<file path="config.mk">
export PLATFORM = sky130hd
export DESIGN_NAME = adpcm_fetch_seq
export DESIGN_NICKNAME = d
export VERILOG_FILES = /design/src/rtl/adpcm_fetch_seq.sv
export SDC_FILE = /design/constraint.sdc
export NUM_CORES = 1
export LEC_CHECK = 0
export BUFFER_PORTS_ARGS = -buffer_cell sky130_fd_sc_hd__buf_4
export CAP_MARGIN = 20
export CORE_AREA = 2 2 89 100
export DETAILED_ROUTE_END_ITERATION = 8
export DIE_AREA = 0 0 91 102
export GPL_TIMING_DRIVEN = 0
export PLACE_DENSITY_LB_ADDON = 0.1
export SLEW_MARGIN = 15
export SYNTH_ARGS = -nofsm -noshare
export SYNTH_HDL_FRONTEND = slang
export SYNTH_SLANG_ARGS = --single-unit
</file>
<file path="constraint.sdc">
create_clock -name clk -period 3.8 [get_ports clk]
set_clock_uncertainty 0.15 [all_clocks]
set_input_delay 0.76 -clock clk [delete_from_list [all_inputs] [get_ports clk]]
set_output_delay 0.76 -clock clk [all_outputs]
set_load 0.05 [all_outputs]
</file>
<file path="src/rtl/adpcm_fetch_seq.sv">
`timescale 1ns/1ps
module adpcm_fetch_seq #(
  parameter int AW = 17,
  parameter int DW = 8,
  parameter int SW = 8,
  parameter int CW = 7,
  parameter int T_START = 70,
  parameter int T_LAST = 44,
  parameter int T_DUM1 = 28,
  parameter int T_AHI = 32,
  parameter int T_ALO = 44,
  parameter int T_DUM2 = 36,
  parameter int T_DROP = 21,
  parameter int T_IDLE = 4
) (
  input  logic          clk,
  input  logic          rst_n,
  input  logic          start,
  input  logic [SW-1:0] sample_num,
  input  logic [DW-1:0] data_in,
  output logic          drq,
  output logic          busy_n,
  output logic [AW-1:0] fetch_addr,
  output logic          hdr_valid,
  input  logic          hdr_ready
);
  localparam int HI_POS = DW + 1;

  typedef enum logic [3:0] {
    S_IDLE, S_START, S_REQ0, S_LAST, S_DUM1, S_AHI, S_ALO, S_DUM2, S_DROP, S_HAND
  } st_t;

  st_t st, post_st;
  logic [CW-1:0] cnt, post_cnt;
  logic [SW-1:0] req_q;
  logic [AW-1:0] addr_q;
  logic drq_q, start_q;

  wire accept = start && !start_q && (st == S_IDLE);
  wire expire = (cnt == CW'(1));

  assign drq        = drq_q;
  assign busy_n     = (st == S_IDLE);
  assign hdr_valid  = (st == S_HAND);
  assign fetch_addr = addr_q;

  always_ff @(posedge clk) start_q <= start;

  always_ff @(posedge clk) begin
    if (!rst_n) begin
      st <= S_IDLE; post_st <= S_IDLE;
      cnt <= CW'(T_IDLE); post_cnt <= CW'(T_IDLE);
      req_q <= '0; addr_q <= '0; drq_q <= 1'b0;
    end else if (accept) begin
      st <= S_START; cnt <= CW'(1); req_q <= sample_num;
    end else if (st == S_HAND) begin
      if (hdr_ready) begin st <= S_IDLE; cnt <= CW'(T_IDLE); end
    end else if (!expire) begin
      cnt <= cnt - CW'(1);
    end else begin
      case (st)
        S_START: begin st <= S_REQ0; cnt <= CW'(T_START); end
        S_REQ0: begin
          drq_q <= 1'b1; st <= S_DROP; cnt <= CW'(T_DROP);
          post_st <= S_LAST; post_cnt <= CW'(T_LAST - T_DROP);
        end
        S_LAST: begin
          drq_q <= 1'b1; st <= S_DROP; cnt <= CW'(T_DROP);
          if (SW'(req_q) > SW'(data_in)) begin
            post_st <= S_IDLE; post_cnt <= CW'(T_IDLE);
          end else begin
            post_st <= S_DUM1; post_cnt <= CW'(T_DUM1 - T_DROP);
          end
        end
        S_DUM1: begin
          drq_q <= 1'b1; st <= S_DROP; cnt <= CW'(T_DROP);
          post_st <= S_AHI; post_cnt <= CW'(T_AHI - T_DROP);
        end
        S_AHI: begin
          addr_q <= AW'(data_in) << HI_POS;
          drq_q <= 1'b1; st <= S_DROP; cnt <= CW'(T_DROP);
          post_st <= S_ALO; post_cnt <= CW'(T_ALO - T_DROP);
        end
        S_ALO: begin
          addr_q <= addr_q | (AW'(data_in) << 1);
          drq_q <= 1'b1; st <= S_DROP; cnt <= CW'(T_DROP);
          post_st <= S_DUM2; post_cnt <= CW'(T_DUM2 - T_DROP);
        end
        S_DUM2: begin
          addr_q <= addr_q + AW'(1);
          drq_q <= 1'b1; st <= S_DROP; cnt <= CW'(T_DROP);
          post_st <= S_HAND; post_cnt <= CW'(1);
        end
        S_DROP: begin
          drq_q <= 1'b0; st <= post_st; cnt <= post_cnt;
        end
        default: cnt <= CW'(T_IDLE);
      endcase
    end
  end

  // reset forces the idle view at the ports
  a_r1_reset_idle: assert property (@(posedge clk)
    !rst_n |=> busy_n && !drq && !hdr_valid);
  // a rising start seen while idle always leaves idle
  a_r2_take: assert property (@(posedge clk) disable iff (!rst_n)
    $rose(start) && busy_n |=> !busy_n);
  // no request is ever pending while idle
  a_r6_idle_quiet: assert property (@(posedge clk) disable iff (!rst_n)
    busy_n |-> !drq);
  // the offered address holds until taken
  a_r9_hold: assert property (@(posedge clk) disable iff (!rst_n)
    hdr_valid && !hdr_ready |=> hdr_valid && $stable(fetch_addr));
  // handoff returns to idle
  a_r9_release: assert property (@(posedge clk) disable iff (!rst_n)
    hdr_valid && hdr_ready |=> busy_n && !hdr_valid);
  // no request while the address is on offer
  a_r5_no_req_at_hand: assert property (@(posedge clk) disable iff (!rst_n)
    hdr_valid |-> !drq);
endmodule

</file>
Word-level counts from Yosys, hierarchy flattened
Cells that the tools add are included.
{"block": "totals", "regBits": 49, "elab_cells": 66}
{"block": "op_classes", "add_sub_neg": 2, "magnitude_cmp": 1, "eq_ne": 12, "muxes": 16, "bitwise": 4, "n_reduce_logical": 21}
{"op": "case mux 17 bit (3 select lines)", "count": 1}
{"op": "case mux 7 bit (5 select lines)", "count": 1}
{"op": "case mux 4 bit (6 select lines)", "count": 1}
{"op": "two-way mux 7 bit", "count": 3}
{"op": "case mux 7 bit (3 select lines)", "count": 1}
{"op": "adder 17 x 1 -> 17 bit (second input constant)", "count": 1}
{"op": "bitwise OR 17 x 9 -> 17 bit", "count": 1}
{"op": "== test 4 x 3 -> 1 bit (second input constant)", "count": 4}
{"op": "AND reduction 4 bit", "count": 4}
{"op": "two-way mux 4 bit", "count": 3}
{"op": "case mux 4 bit (3 select lines)", "count": 1}
{"op": "nonzero test 5 bit", "count": 2}
{"op": "== test 4 x 2 -> 1 bit (second input constant)", "count": 2}
{"op": "== test 4 bit (second input constant)", "count": 2}
{"op": "> comparator 8 bit", "count": 1}
{"op": "== test 7 x 1 -> 1 bit (second input constant)", "count": 1}
{"op": "subtractor 7 x 1 -> 7 bit (second input constant)", "count": 1}
{"op": "two-way mux 3 bit", "count": 2}
{"op": "AND reduction 3 bit", "count": 2}
{"op": "nonzero test 3 bit", "count": 2}
{"op": "nonzero test 6 bit", "count": 1}
{"op": "OR reduction 6 bit", "count": 1}
{"op": "== test 4 x 1 -> 1 bit (second input constant)", "count": 1}
{"op": "zero test 4 bit", "count": 1}
{"op": "other kinds (11)", "count": 16}

Depth between registers and ports, before layout
{"block": "depth", "depth_word": 6, "mapped_depth": 8, "depth_no_buf": 7}

Least setup slack after synthesis
Ideal clock, no wire load.
{"block": "synth_path", "path_type": "register -> register", "start": "register st[2]", "end": "register req_q[0]", "setup_ns": 0.128, "arrival_time_ns": 2.606, "required_ns": 3.522, "path_slack_ns": 0.917, "path_stages_with_launch": 8, "n_path_buf": 2, "path_cell_list": "dfxtp_1 > buf_2 > or2_2 > nor3_1 > nand3b_1 > buf_2 > mux2i_1 > nor2_1"}
{"block": "synth_via", "elab_chain_len": 2}
{"element": "start, declared", "line_no": "33", "rtl": "st_t st, post_st;"}
{"element": "start signal, assigned", "line_no": "51", "rtl": "st <= S_IDLE; post_st <= S_IDLE;"}
{"element": "start signal, assigned", "line_no": "55", "rtl": "st <= S_START; cnt <= CW'(1); req_q <= sample_num;"}
{"element": "start signal, assigned", "line_no": "57", "rtl": "if (hdr_ready) begin st <= S_IDLE; cnt <= CW'(T_IDLE); end"}
{"element": "zero test 4 bit"}
{"element": "net busy_n", "line_no": "22", "rtl": "output logic busy_n,"}
{"element": "logical AND 1 bit", "line_no": "39", "rtl": "wire accept = start && !start_q && (st == S_IDLE);"}
{"element": "end signal, assigned", "line_no": "53", "rtl": "req_q <= '0; addr_q <= '0; drq_q <= 1'b0;"}
{"element": "end signal, assigned", "line_no": "55"}
{"element": "end, declared", "line_no": "35", "rtl": "logic [SW-1:0] req_q;"}
The timed path passes the listed nets, and every way through them passes these cells.
A chain may end at the register's enable or synchronous reset.

Final worst setup path
{"block": "layout_path", "start": "register st[2]", "end": "output hdr_valid"}
{"block": "layout_via", "elab_chain_len": 1}
{"element": "== test 4 bit", "line_no": "44", "rtl": "assign hdr_valid = (st == S_HAND);"}
{"element": "end, declared", "line_no": "24", "rtl": "output logic hdr_valid,"}
Every way passes these cells.

==> reports/metrics.csv <==
stage;metric;value;unit
layout;final_cell_mix;dfxtp_1, a21oi_1, buf_4;
timing;fin_crit;2.681;ns
routing;drtIter0Drc;131;
logic_synthesis;synthDistinctLibCells;62;
layout;diodes;0;
placement;globalplace.congestion;0.8860;
clock_network;clockRootBuffer;clkbuf_8;
layout;final_cell_area;3358;um2
status;outcome;complete, no violations;
global_routing;grt_overflow;0;
clock_network;cts.clk_slew.worst_paths;0.10;ns
placement;place_inst;511;
setup_path;cp.required;2.89;ns
routing;wire_per_inst;16.89;um
setup_path;end_kind;output port;
logic_synthesis;syn-instance-count;362;
setup_path;worst-path-max-fanout;10;
timing;rsz0062_at_grt;no;
die;io_pins;40;
die;design.die.area;9282;um2
setup_path;cp.arrival;1.77;ns
clock_network;cts_sinks;47;
timing;hold_viol_final;0;
placement;port_buffers;38;
clock_network;ctsHoldBuffers;0;
layout;regArea;940.9;um2
routing;drt.antenna.violating_nets;0;
global_routing;first_global_vias;2682;
setup_path;crit_path_start_kind;flop;
global_routing;grtUsageTotal;19.37;%
layout;area_growth;18.03;%
logic_synthesis;ys_seq_area_share;33.07;%
layout;fin_nets;438;
layout;fin_cells;519;
setup_path;reg2reg_setup_slack;1.49;ns
timing;drv_slew;0;
power;power_density;318.6;nW/um2
die;fp.coreArea;8233;um2
logic_synthesis;synth.cell_area;2845;um2
layout;drive_above_1_share;16.67;%
routing;vias;2905;
logic_synthesis;synth-seq-cells;47;
worst_hold_path;hold_path_class;reg -> reg;
power;p_total;1.070;mW
routing;drt_pass1_iterations;5;
logic_synthesis;synthArstFlopShare;0;%
power;ir_worst_vdd;0.0001245;V
logic_synthesis;postSynthAreaPerCell;7.860;um2
layout;nFillCells;913;
layout;final_common_cell;dfxtp_1;
flow_run;max_cap_viol_count;0;
placement;place_area;3269;um2
placement;dpl.hpwl;6.484;mm
clock_network;insertion_delay;0.32;ns
clock_network;cts_resized;0;
timing;slew_headroom;45.58;%
clock_network;clockBufferDepth;2;
logic_synthesis;yosys_warnings;0;
timing;fmax;373.0;MHz
logic_synthesis;synth-main-ff-cell;dfxtp_1;
timing;setup_viol;0;
timing;timing.setup.tns;0;ns
routing;drc;0;
die;initial_core_util;34.56;%
clock_network;post-cts-setup-buffers;0;
routing;vias_per_cell;5.597;
clock_network;cts_tree;built;
setup_path;critical_path_class;reg -> out;
clock_network;numCtsBuffers;5;
routing;wl;8.768;mm
timing;worst_pin_slew;0.8100;ns
layout;multi_input_area;1747;um2
die;rows;35;
die;die_w;91;um
logic_synthesis;syn-num-nets;393;
logic_synthesis;synth-edff-count;0;
global_routing;grt_pass1_wl;14.24;mm
die;die_h;102;um
timing;period_share;70.56;%
clock_network;htree_levels;2;
power;power.leakage;1.356;nW
global_routing;grt_start_max_net_pins;16;
global_routing;antenna_found_initial;0;
-- layout make-up --
class | count | share of cell area, %
well taps | 111 | 4.136
multi-input cells | 276 | 52.01
clock inverters | 2 | 0.4844
repair buffers | 38 | 8.495
clock buffers | 6 | 2.161
flip-flops and latches | 47 | 28.02
inverters | 14 | 1.565
plain buffers | 25 | 3.130
-- Yosys cell counts, drive strengths merged (2+ instances only) --
cell / instances / share of area, %
dfxtp: 47 / 33
a21oi: 41 / 7.2
nand2: 35 / 4.6
nor2: 34 / 4.9
o21ai: 21 / 3.7
clkbuf: 16 / 2.2
nand3: 16 / 2.8
inv: 14 / 1.8
nand4: 12 / 2.6
ha: 11 / 4.8
mux2i: 11 / 3.9
buf: 9 / 1.5
a31oi: 6 / 1.3
and3: 6 / 1.3
nor3: 6 / 1.2
and4: 5 / 1.5
a311oi: 4 / 1.2
o211ai: 4 / 1.1
o21a: 4 / 1.1
o31ai: 4 / 1.1
a22oi: 3 / 0.79
and2: 3 / 0.66
nand2b: 3 / 0.66
nand3b: 3 / 0.79
nor2b: 3 / 0.66
nor4b: 3 / 1.7
o22ai: 3 / 0.66
or3: 3 / 0.84
xor2: 3 / 0.92
a211oi: 2 / 0.70
a32oi: 2 / 0.62
nand4b: 2 / 0.84
o221a: 2 / 0.79
o221ai: 2 / 0.62
o31a: 2 / 0.62
o32ai: 2 / 0.62
or4: 2 / 0.66
-- power by group --
part | switching [mW] | total [mW] | internal [mW]
Clock | 0.188 | 0.321 | 0.133
Sequential | 0.0254 | 0.538 | 0.512
Combinational | 0.121 | 0.211 | 0.0904
Total | 0.334 | 1.07 | 0.735
-- final timing paths --
check	startpoint	endpoint	cells after the start
setup reg to reg	cnt[1]$_SDFFE_PP0P_	fetch_addr[6]$_SDFFE_PN0P_	7
hold / removal	cnt[1]$_SDFFE_PP0P_	cnt[1]$_SDFFE_PP0P_	2
setup / recovery	st[2]$_SDFFE_PP0P_	hdr_valid	5
hold reg to reg	cnt[1]$_SDFFE_PP0P_	cnt[1]$_SDFFE_PP0P_	2
-- cells by family after synthesis --
kind of cell	share of synthesized area, %
AO/OA/AOI/OAI	23.88
buffers and inverters	5.541
AND/OR/NAND/NOR	27.57
XOR/XNOR	1.232
multiplexers	3.870
adder cells (fa/ha/maj)	4.837
flip-flops	33.07
-- registers in the layout (all words and copies together) (netlist names) --
name / count
req_q: 8
fetch_addr: 17
st: 4
cnt: 7
post_st: 4
start_q: 1
post_cnt: 5
drq: 1
-- layer usage --
layer	wire, um	GRT usage (%)
met5	0	0
met4	153	6.410
met3	492	3.319
met2	4225	33.28
met1	3896	24.90
-- stage by stage --
step                      worst slack [ns]  hold WS (ns)  util, %
final                                1.119        0.3356    40.79
after global routing                0.9916        0.3565    40.79
after CTS                            1.132        0.3354    40.79
after detailed placement             1.471        0.3159    39.71
after global placement               1.476        0.3114    39.71
after floorplan                     0.9165        0.2817        -
-- critical path, cell delays in order (launching register included) --
cell and delay, ns:
dfxtp_1 0.32, buf_2 0.18, nor2_2 0.35, and3_1 0.20
buf_2 0.17, buf_4 0.22
Power figures use the tool's default switching activity.
